`src/rtl/ptw_pkg.sv`:
```
package ptw_pkg;

    typedef enum logic [2:0] {
        S_IDLE,
        S_ISSUE,
        S_WAIT,
        S_CHECK,
        S_DONE,
        S_FAULT
    } walk_state_e;

    localparam logic [1:0] CAUSE_NONE   = 2'b00;
    localparam logic [1:0] CAUSE_ABSENT = 2'b01;
    localparam logic [1:0] CAUSE_PROT   = 2'b10;

    localparam logic [1:0] KIND_LOAD  = 2'b00;
    localparam logic [1:0] KIND_STORE = 2'b01;
    localparam logic [1:0] KIND_FETCH = 2'b10;

    localparam logic [1:0] RIGHTS_RO   = 2'b00;
    localparam logic [1:0] RIGHTS_RW   = 2'b01;
    localparam logic [1:0] RIGHTS_EXEC = 2'b10;
    localparam logic [1:0] RIGHTS_RSVD = 2'b11;

    localparam int PRESENT_BIT = 0;
    localparam int RIGHTS_LSB  = 1;
    localparam int DIRTY_BIT   = 3;
    localparam int REF_BIT     = 4;
    localparam int PPN_LSB     = 8;

endpackage

```
`src/rtl/ptw_addr_gen.sv`:
```
module ptw_addr_gen #(
    parameter int ADDR_W      = 36,
    parameter int VPN_W       = 26,
    parameter int ENTRY_BYTES = 8
) (
    input  logic [ADDR_W-1:0] base,
    input  logic [VPN_W-1:0]  vpn,
    output logic [ADDR_W-1:0] entry_addr
);
    localparam int SHIFT = $clog2(ENTRY_BYTES);

    logic [ADDR_W-1:0] offset;

    always_comb begin
        offset     = ADDR_W'(vpn) << SHIFT;
        entry_addr = base + offset;
    end
endmodule

```
`src/rtl/ptw_entry_check.sv`:
```
module ptw_entry_check
    import ptw_pkg::*;
#(
    parameter int DATA_W = 64,
    parameter int PPN_W  = 22
) (
    input  logic [DATA_W-1:0] entry,
    input  logic [1:0]        kind,
    output logic              allowed,
    output logic [1:0]        cause,
    output logic [PPN_W-1:0]  ppn,
    output logic [1:0]        rights,
    output logic              dirty,
    output logic              refd
);
    localparam logic [DATA_W-1:0] PPN_MASK   = ((DATA_W'(1) << PPN_W) - DATA_W'(1)) << PPN_LSB;
    localparam logic [DATA_W-1:0] FIELD_MASK = PPN_MASK | DATA_W'(5'h1F);

    logic present;
    logic permit;
    logic unused_spare_bits;

    assign unused_spare_bits = ^(entry & ~FIELD_MASK);

    always_comb begin
        present = entry[PRESENT_BIT];
        rights  = entry[RIGHTS_LSB +: 2];
        dirty   = entry[DIRTY_BIT];
        refd    = entry[REF_BIT];
        ppn     = entry[PPN_LSB +: PPN_W];

        unique case (kind)
            KIND_LOAD:  permit = (rights != RIGHTS_RSVD);
            KIND_STORE: permit = (rights == RIGHTS_RW);
            KIND_FETCH: permit = (rights == RIGHTS_EXEC);
            default:    permit = 1'b0;
        endcase

        if (!present)     cause = CAUSE_ABSENT;
        else if (!permit) cause = CAUSE_PROT;
        else              cause = CAUSE_NONE;

        allowed = present && permit;
    end
endmodule

```
`src/rtl/ptw_walker.sv`:
```
module ptw_walker
    import ptw_pkg::*;
#(
    parameter int VPN_W       = 26,
    parameter int PPN_W       = 22,
    parameter int ADDR_W      = 36,
    parameter int DATA_W      = 64,
    parameter int ENTRY_BYTES = 8
) (
    input  logic              clk,
    input  logic              rst_n,
    input  logic              req_valid,
    output logic              req_ready,
    input  logic [VPN_W-1:0]  req_vpn,
    input  logic [1:0]        req_kind,
    input  logic [ADDR_W-1:0] table_base,
    output logic              mem_req_valid,
    input  logic              mem_req_ready,
    output logic [ADDR_W-1:0] mem_req_addr,
    input  logic              mem_rsp_valid,
    output logic              mem_rsp_ready,
    input  logic [DATA_W-1:0] mem_rsp_data,
    output logic              res_valid,
    input  logic              res_ready,
    output logic              res_fault,
    output logic [1:0]        res_cause,
    output logic [VPN_W-1:0]  res_vpn,
    output logic [PPN_W-1:0]  res_ppn,
    output logic [1:0]        res_rights,
    output logic              res_dirty,
    output logic              res_ref,
    output logic              busy
);
    walk_state_e state_q, state_d;

    logic [VPN_W-1:0]  vpn_q;
    logic [1:0]        kind_q;
    logic [ADDR_W-1:0] base_q;
    logic [DATA_W-1:0] entry_q;

    logic [1:0]        cause_q;
    logic [PPN_W-1:0]  ppn_q;
    logic [1:0]        rights_q;
    logic              dirty_q;
    logic              ref_q;

    logic              chk_allowed;
    logic [1:0]        chk_cause;
    logic [PPN_W-1:0]  chk_ppn;
    logic [1:0]        chk_rights;
    logic              chk_dirty;
    logic              chk_ref;

    ptw_addr_gen #(
        .ADDR_W      (ADDR_W),
        .VPN_W       (VPN_W),
        .ENTRY_BYTES (ENTRY_BYTES)
    ) i_addr_gen (
        .base       (base_q),
        .vpn        (vpn_q),
        .entry_addr (mem_req_addr)
    );

    ptw_entry_check #(
        .DATA_W (DATA_W),
        .PPN_W  (PPN_W)
    ) i_entry_check (
        .entry   (entry_q),
        .kind    (kind_q),
        .allowed (chk_allowed),
        .cause   (chk_cause),
        .ppn     (chk_ppn),
        .rights  (chk_rights),
        .dirty   (chk_dirty),
        .refd    (chk_ref)
    );

    // Next-state logic
    always_comb begin
        state_d = state_q;
        unique case (state_q)
            S_IDLE:  if (req_valid)     state_d = S_ISSUE;
            S_ISSUE: if (mem_req_ready) state_d = S_WAIT;
            S_WAIT:  if (mem_rsp_valid) state_d = S_CHECK;
            S_CHECK: state_d = chk_allowed ? S_DONE : S_FAULT;
            S_DONE:  if (res_ready)     state_d = S_IDLE;
            S_FAULT: if (res_ready)     state_d = S_IDLE;
            default: state_d = S_IDLE;
        endcase
    end

    // State register
    always_ff @(posedge clk) begin
        if (!rst_n) state_q <= S_IDLE;
        else        state_q <= state_d;
    end

    // Captured request, entry and result
    always_ff @(posedge clk) begin
        if (!rst_n) begin
            vpn_q    <= '0;
            kind_q   <= '0;
            base_q   <= '0;
            entry_q  <= '0;
            cause_q  <= CAUSE_NONE;
            ppn_q    <= '0;
            rights_q <= '0;
            dirty_q  <= 1'b0;
            ref_q    <= 1'b0;
        end else begin
            if (state_q == S_IDLE && req_valid) begin
                vpn_q  <= req_vpn;
                kind_q <= req_kind;
                base_q <= table_base;
            end
            if (state_q == S_WAIT && mem_rsp_valid) begin
                entry_q <= mem_rsp_data;
            end
            if (state_q == S_CHECK) begin
                cause_q  <= chk_cause;
                ppn_q    <= chk_allowed ? chk_ppn    : '0;
                rights_q <= chk_allowed ? chk_rights : '0;
                dirty_q  <= chk_allowed && chk_dirty;
                ref_q    <= chk_allowed && chk_ref;
            end
        end
    end

    // Outputs decoded from state
    always_comb begin
        req_ready     = 1'b0;
        mem_req_valid = 1'b0;
        mem_rsp_ready = 1'b0;
        res_valid     = 1'b0;
        res_fault     = 1'b0;
        unique case (state_q)
            S_IDLE:  req_ready     = 1'b1;
            S_ISSUE: mem_req_valid = 1'b1;
            S_WAIT:  mem_rsp_ready = 1'b1;
            S_CHECK: ;
            S_DONE:  res_valid     = 1'b1;
            S_FAULT: begin
                res_valid = 1'b1;
                res_fault = 1'b1;
            end
            default: ;
        endcase
        busy       = (state_q != S_IDLE);
        res_cause  = cause_q;
        res_vpn    = vpn_q;
        res_ppn    = ppn_q;
        res_rights = rights_q;
        res_dirty  = dirty_q;
        res_ref    = ref_q;
    end

    // the read holds steady until memory takes it
    p_req_hold_r3: assert property (@(posedge clk) disable iff (!rst_n)
        mem_req_valid && !mem_req_ready |=> mem_req_valid && $stable(mem_req_addr));

    // a taken read is followed by no second read before the response
    p_single_read_r3: assert property (@(posedge clk) disable iff (!rst_n)
        mem_req_valid && mem_req_ready |=> !mem_req_valid);

    // acceptance raises busy
    p_accept_busy_r4: assert property (@(posedge clk) disable iff (!rst_n)
        req_valid && req_ready |=> busy);

    // request port closed while busy
    p_busy_closed_r4: assert property (@(posedge clk) disable iff (!rst_n)
        busy |-> !req_ready);

    // result held until consumed
    p_res_hold_r9: assert property (@(posedge clk) disable iff (!rst_n)
        res_valid && !res_ready |=> res_valid &&
            $stable({res_fault, res_cause, res_vpn, res_ppn, res_rights, res_dirty, res_ref}));

    // fault flag agrees with the cause code
    p_cause_match_r6: assert property (@(posedge clk) disable iff (!rst_n)
        res_valid |-> (res_fault == (res_cause != CAUSE_NONE)));

    // fault results carry no refill fields
    p_fault_clean_r10: assert property (@(posedge clk) disable iff (!rst_n)
        res_valid && res_fault |-> (res_ppn == '0) && (res_rights == 2'b00) && !res_dirty && !res_ref);

endmodule

```
`config.mk`:
```
export PLATFORM = sky130hd
export DESIGN_NAME = ptw_walker
export DESIGN_NICKNAME = d
export VERILOG_FILES = /design/src/rtl/ptw_pkg.sv /design/src/rtl/ptw_addr_gen.sv /design/src/rtl/ptw_entry_check.sv /design/src/rtl/ptw_walker.sv
export SDC_FILE = /design/constraint.sdc
export NUM_CORES = 1
export LEC_CHECK = 0
export BUFFER_PORTS_ARGS = -buffer_cell sky130_fd_sc_hd__buf_2
export CAP_MARGIN = 10
export CORE_MARGIN = 2
export CORE_UTILIZATION = 30
export CTS_CLUSTER_DIAMETER = 60
export DETAILED_ROUTE_END_ITERATION = 8
export PLACE_DENSITY_LB_ADDON = 0.12
export SYNTH_ARGS = -nofsm -noshare
export SYNTH_HDL_FRONTEND = slang
export SYNTH_SLANG_ARGS = --single-unit
```
`constraint.sdc`:
```
create_clock -name clk -period 3.4 [get_ports clk]
set_clock_uncertainty 0.05 [all_clocks]
set_input_delay 0.68 -clock clk [delete_from_list [all_inputs] [get_ports clk]]
set_output_delay 0.68 -clock clk [all_outputs]
set_load 0.03 [all_outputs]
```
==> results_dict.tcl <==
set metrics [dict create \
    postRouteAntennaNets 0 \
    synth-seq-cells 122 \
    route.detailed.drc 0 \
    synth.area.mux_share_pct 0.1851 \
    wl_met2_um 8283 \
    maxSlewViolCount 0 \
    synthAdderAreaFrac_pct 6.295 \
    finalWirelength_um 17700 \
    cts_max_level 4 \
    place_area_sq_um 7372 \
    cp_max_fo 2 \
    avgRoutedWirePerCell_um 14.52 \
    cts_made_buffers 17 \
    synth_top_area_cell "dfxtp_1" \
    route.met3.wl_um 1046 \
    dieArea_sq_um 21430 \
    synth_top_area_share_pct 40.16 \
    ys.warnings.count 0 \
    synth.distinct_cells 51 \
    hold_depth 2 \
    hold_viol 0 \
    synth_top_family_by_area "compound AO/OA/AOI/OAI gates" \
    layout_common_cells "nand2_1, buf_2, dfxtp_1" \
    cts_tree "built" \
    via_count 5665 \
    ioPinCount 230 \
    max_stage_delay_ns 0.38 \
    grt-ovfl-total 0 \
    seqCellArea_sq_um 2474 \
    syn_to_final_growth_pct 40.73 \
    violations "negative setup slack" \
    setup_viol 14 \
    post-route-min-period_ns 3.588 \
    rsz0062_at_grt "yes" \
    hpwl_um 12420 \
    timing.setup.tns_ns -1.596 \
    crit_path_cell_trace "ha_4, fa_2, a211oi_2, o211ai_1, a2111oi_2, buf_4, nor4_4, a21o_1, nand3_2, xnor2_1, buf_4" \
    synth_nets 899 \
    crit_slowest_cell "fa_2" \
    highest_layer "met4" \
    max-vdd-ir-drop_mv 0.3185 \
    fmaxAchievable_mhz 278.7 \
    drtIter0Drc 166 \
    p_per_area_nw_per_um2 498.4 \
    syn_area_sq_um 6082 \
    worst_pin_slew_ns 1.008 \
    synthArstFlopShare_pct 0 \
    p_leak_nw 3.670 \
    grt_antenna_before_repair 1 \
    cts_sinks 122 \
    multi_input_area_sq_um 3769 \
    gp_congestion 0.7705 \
    clock-root-buffer "clkbuf_16" \
    fp.dieW_um 146.4 \
    layout.nets 1099 \
    ys_seq_area_share_pct 40.16 \
    syn_area_per_cell_sq_um 8.275 \
    final_common_cell "nand2_1" \
    timing.rr.end "res_ppn[6]" \
    hp-start "entry_q[24]" \
    viasPerCell 4.647 \
    hold_path.class "reg -> reg" \
    grt_usage_pct 16.80 \
    rows 52 \
    slew_headroom_pct 32.61 \
    clk_path_buf_depth 2 \
    crit_arrival_ns 2.86 \
    die_height_um 146.4 \
    fin_util_pct 42.71 \
    stdcell_area_sq_um 8559 \
    placed_cells 1170 \
    firstDrtPassIters 4 \
    hold_end "entry_q[24]" \
    r2r_start "kind_q[0]" \
    worstSetupPathType "reg -> out" \
    period_share_pct 105.5 \
    wl_met1_um 8103 \
    p_total_mw 4.266 \
    synth-xor-area-share_pct 4.464 \
    synth_flop_cell "dfxtp_1" \
    stdcell_count 1219 \
    start_util_pct 30.35 \
    reg2regPathDepth 8 \
    syn_inst 735 \
    maxCapViolCount 0 \
    fillers 2133 \
    clk_pin_slew_ns 0.06 \
    synthTopCellsByArea "dfxtp_1, nand2_1, a21boi_0" \
    outcome "complete, but fails checks" \
    portBuffers 192 \
    grt_pass1_wl_um 28980 \
    critical_path.most_common_cell "buf_4" \
    grt_pass1_vias 5701 \
    cp-end-kind "output pin" \
    regToRegSetupSlack_ns 1.32 \
    synthSimpleGateAreaFrac_pct 20.26 \
    grt_max_degree 62 \
    clk_latency_ns 0.42 \
    crit_required_ns 2.67 \
    crit_path_start_kind "register" \
    worst_hold_slack_ns 0.4033 \
    fin_ws_ns -0.1880 \
    drive_gt1_share_pct 35.34 \
    synth_edf_count 0 \
    synth_compound_area_share_pct 24.58 \
    core_sq_um 20040 \
    dp_slack_ns -0.05570 \
]
==> state kept, by name, summed over array words and instances (netlist names) <==
signal,count
base_q,36
entry_q,27
res_vpn,26
res_ppn,22
state_q,3
kind_q,2
res_cause,2
res_rights,2
res_dirty,1
res_ref,1
==> logic make-up after synthesis <==
logic type                 count (synthesis)
AOI/OAI and AO/OA                        205
xor gates and xnor gates                  31
adders and majority gates                 30
buffers and inverters                     57
DFF                                      122
muxes                                      1
and+or+nand+nor                          289
==> worst max path at each step <==
| stage | from | to | slack, ns | depth (start not counted) |
|---|---|---|---|---|
| 6_report | base_q[3] | mem_req_addr[33] | -0.19 | 11 |
| 5_1_grt | base_q[7] | mem_req_addr[34] | -0.37 | 10 |
| 4_1_cts | res_vpn[0] | mem_req_addr[33] | -0.32 | 11 |
| 3_5_place_dp | res_vpn[0] | mem_req_addr[33] | -0.06 | 11 |
| 3_3_place_gp | res_vpn[0] | mem_req_addr[33] | -0.04 | 11 |
| 2_1_floorplan | res_vpn[0] | mem_req_addr[33] | -0.01 | 9 |
==> final cells by class <==
class	instances	area share [%]
diodes	1	0.02924
repair buffers	231	15.85
clock inverters	14	1.930
flip-flops and latches	122	28.90
well taps	270	3.947
clock buffers	18	5.014
multi-input cells	556	44.03
inverters	7	0.3070
==> synthesized netlist by cell type (3+ instances only) <==
cell type / count
a21boi_0: 57
a21boi_1: 35
a21o_1: 8
a21oi_1: 27
a22oi_1: 26
and2_1: 3
and3_1: 3
buf_2: 11
buf_4: 3
clkbuf_1: 34
dfxtp_1: 122
ha_1: 29
inv_1: 7
nand2_1: 210
nand3_1: 7
nand4_1: 8
nor2_1: 17
nor2b_1: 27
nor3_1: 6
nor4_1: 3
o211ai_1: 4
o21a_1: 6
o21ai_0: 17
o21ai_1: 3
o21bai_1: 3
xnor2_1: 19
xor2_1: 12
==> power by group <==
group / switching (mW) / internal, mW / leakage [nW]
clock: 0.743 / 1.10 / 0.284
sequential: 0.0664 / 1.50 / 1.00
combinational: 0.523 / 0.336 / 2.39
total: 1.33 / 2.93 / 3.67
==> timing repair <==
item	4_1_cts	5_1_grt
pin swaps	32	17
gates resized for setup	82	22
buffers inserted	14	7
setup endpoints to repair	18	19
hold buffers	0	0
hold endpoints to repair	0	0
==> worst max-delay path: cells and delay by family (launching register included) <==
family / cells / cell delay (ns)
and+or+nand+nor: 2 / 0.14
AOI/OAI and AO/OA: 4 / 0.95
buffers and inverters: 2 / 0.37
DFF: 1 / 0.33
adders and majority gates: 2 / 0.54
xor gates and xnor gates: 1 / 0.11
==> metal layers <==
| metal | up-vias | track usage [%] |
|---|---|---|
| li1 | 2914 | - |
| met1 | 2608 | 20.64 |
| met2 | 123 | 28.02 |
| met3 | 20 | 5.500 |
| met4 | 0 | 5.194 |
| met5 | - | 0 |
No activity file was read; power rests on OpenSTA's default activity.
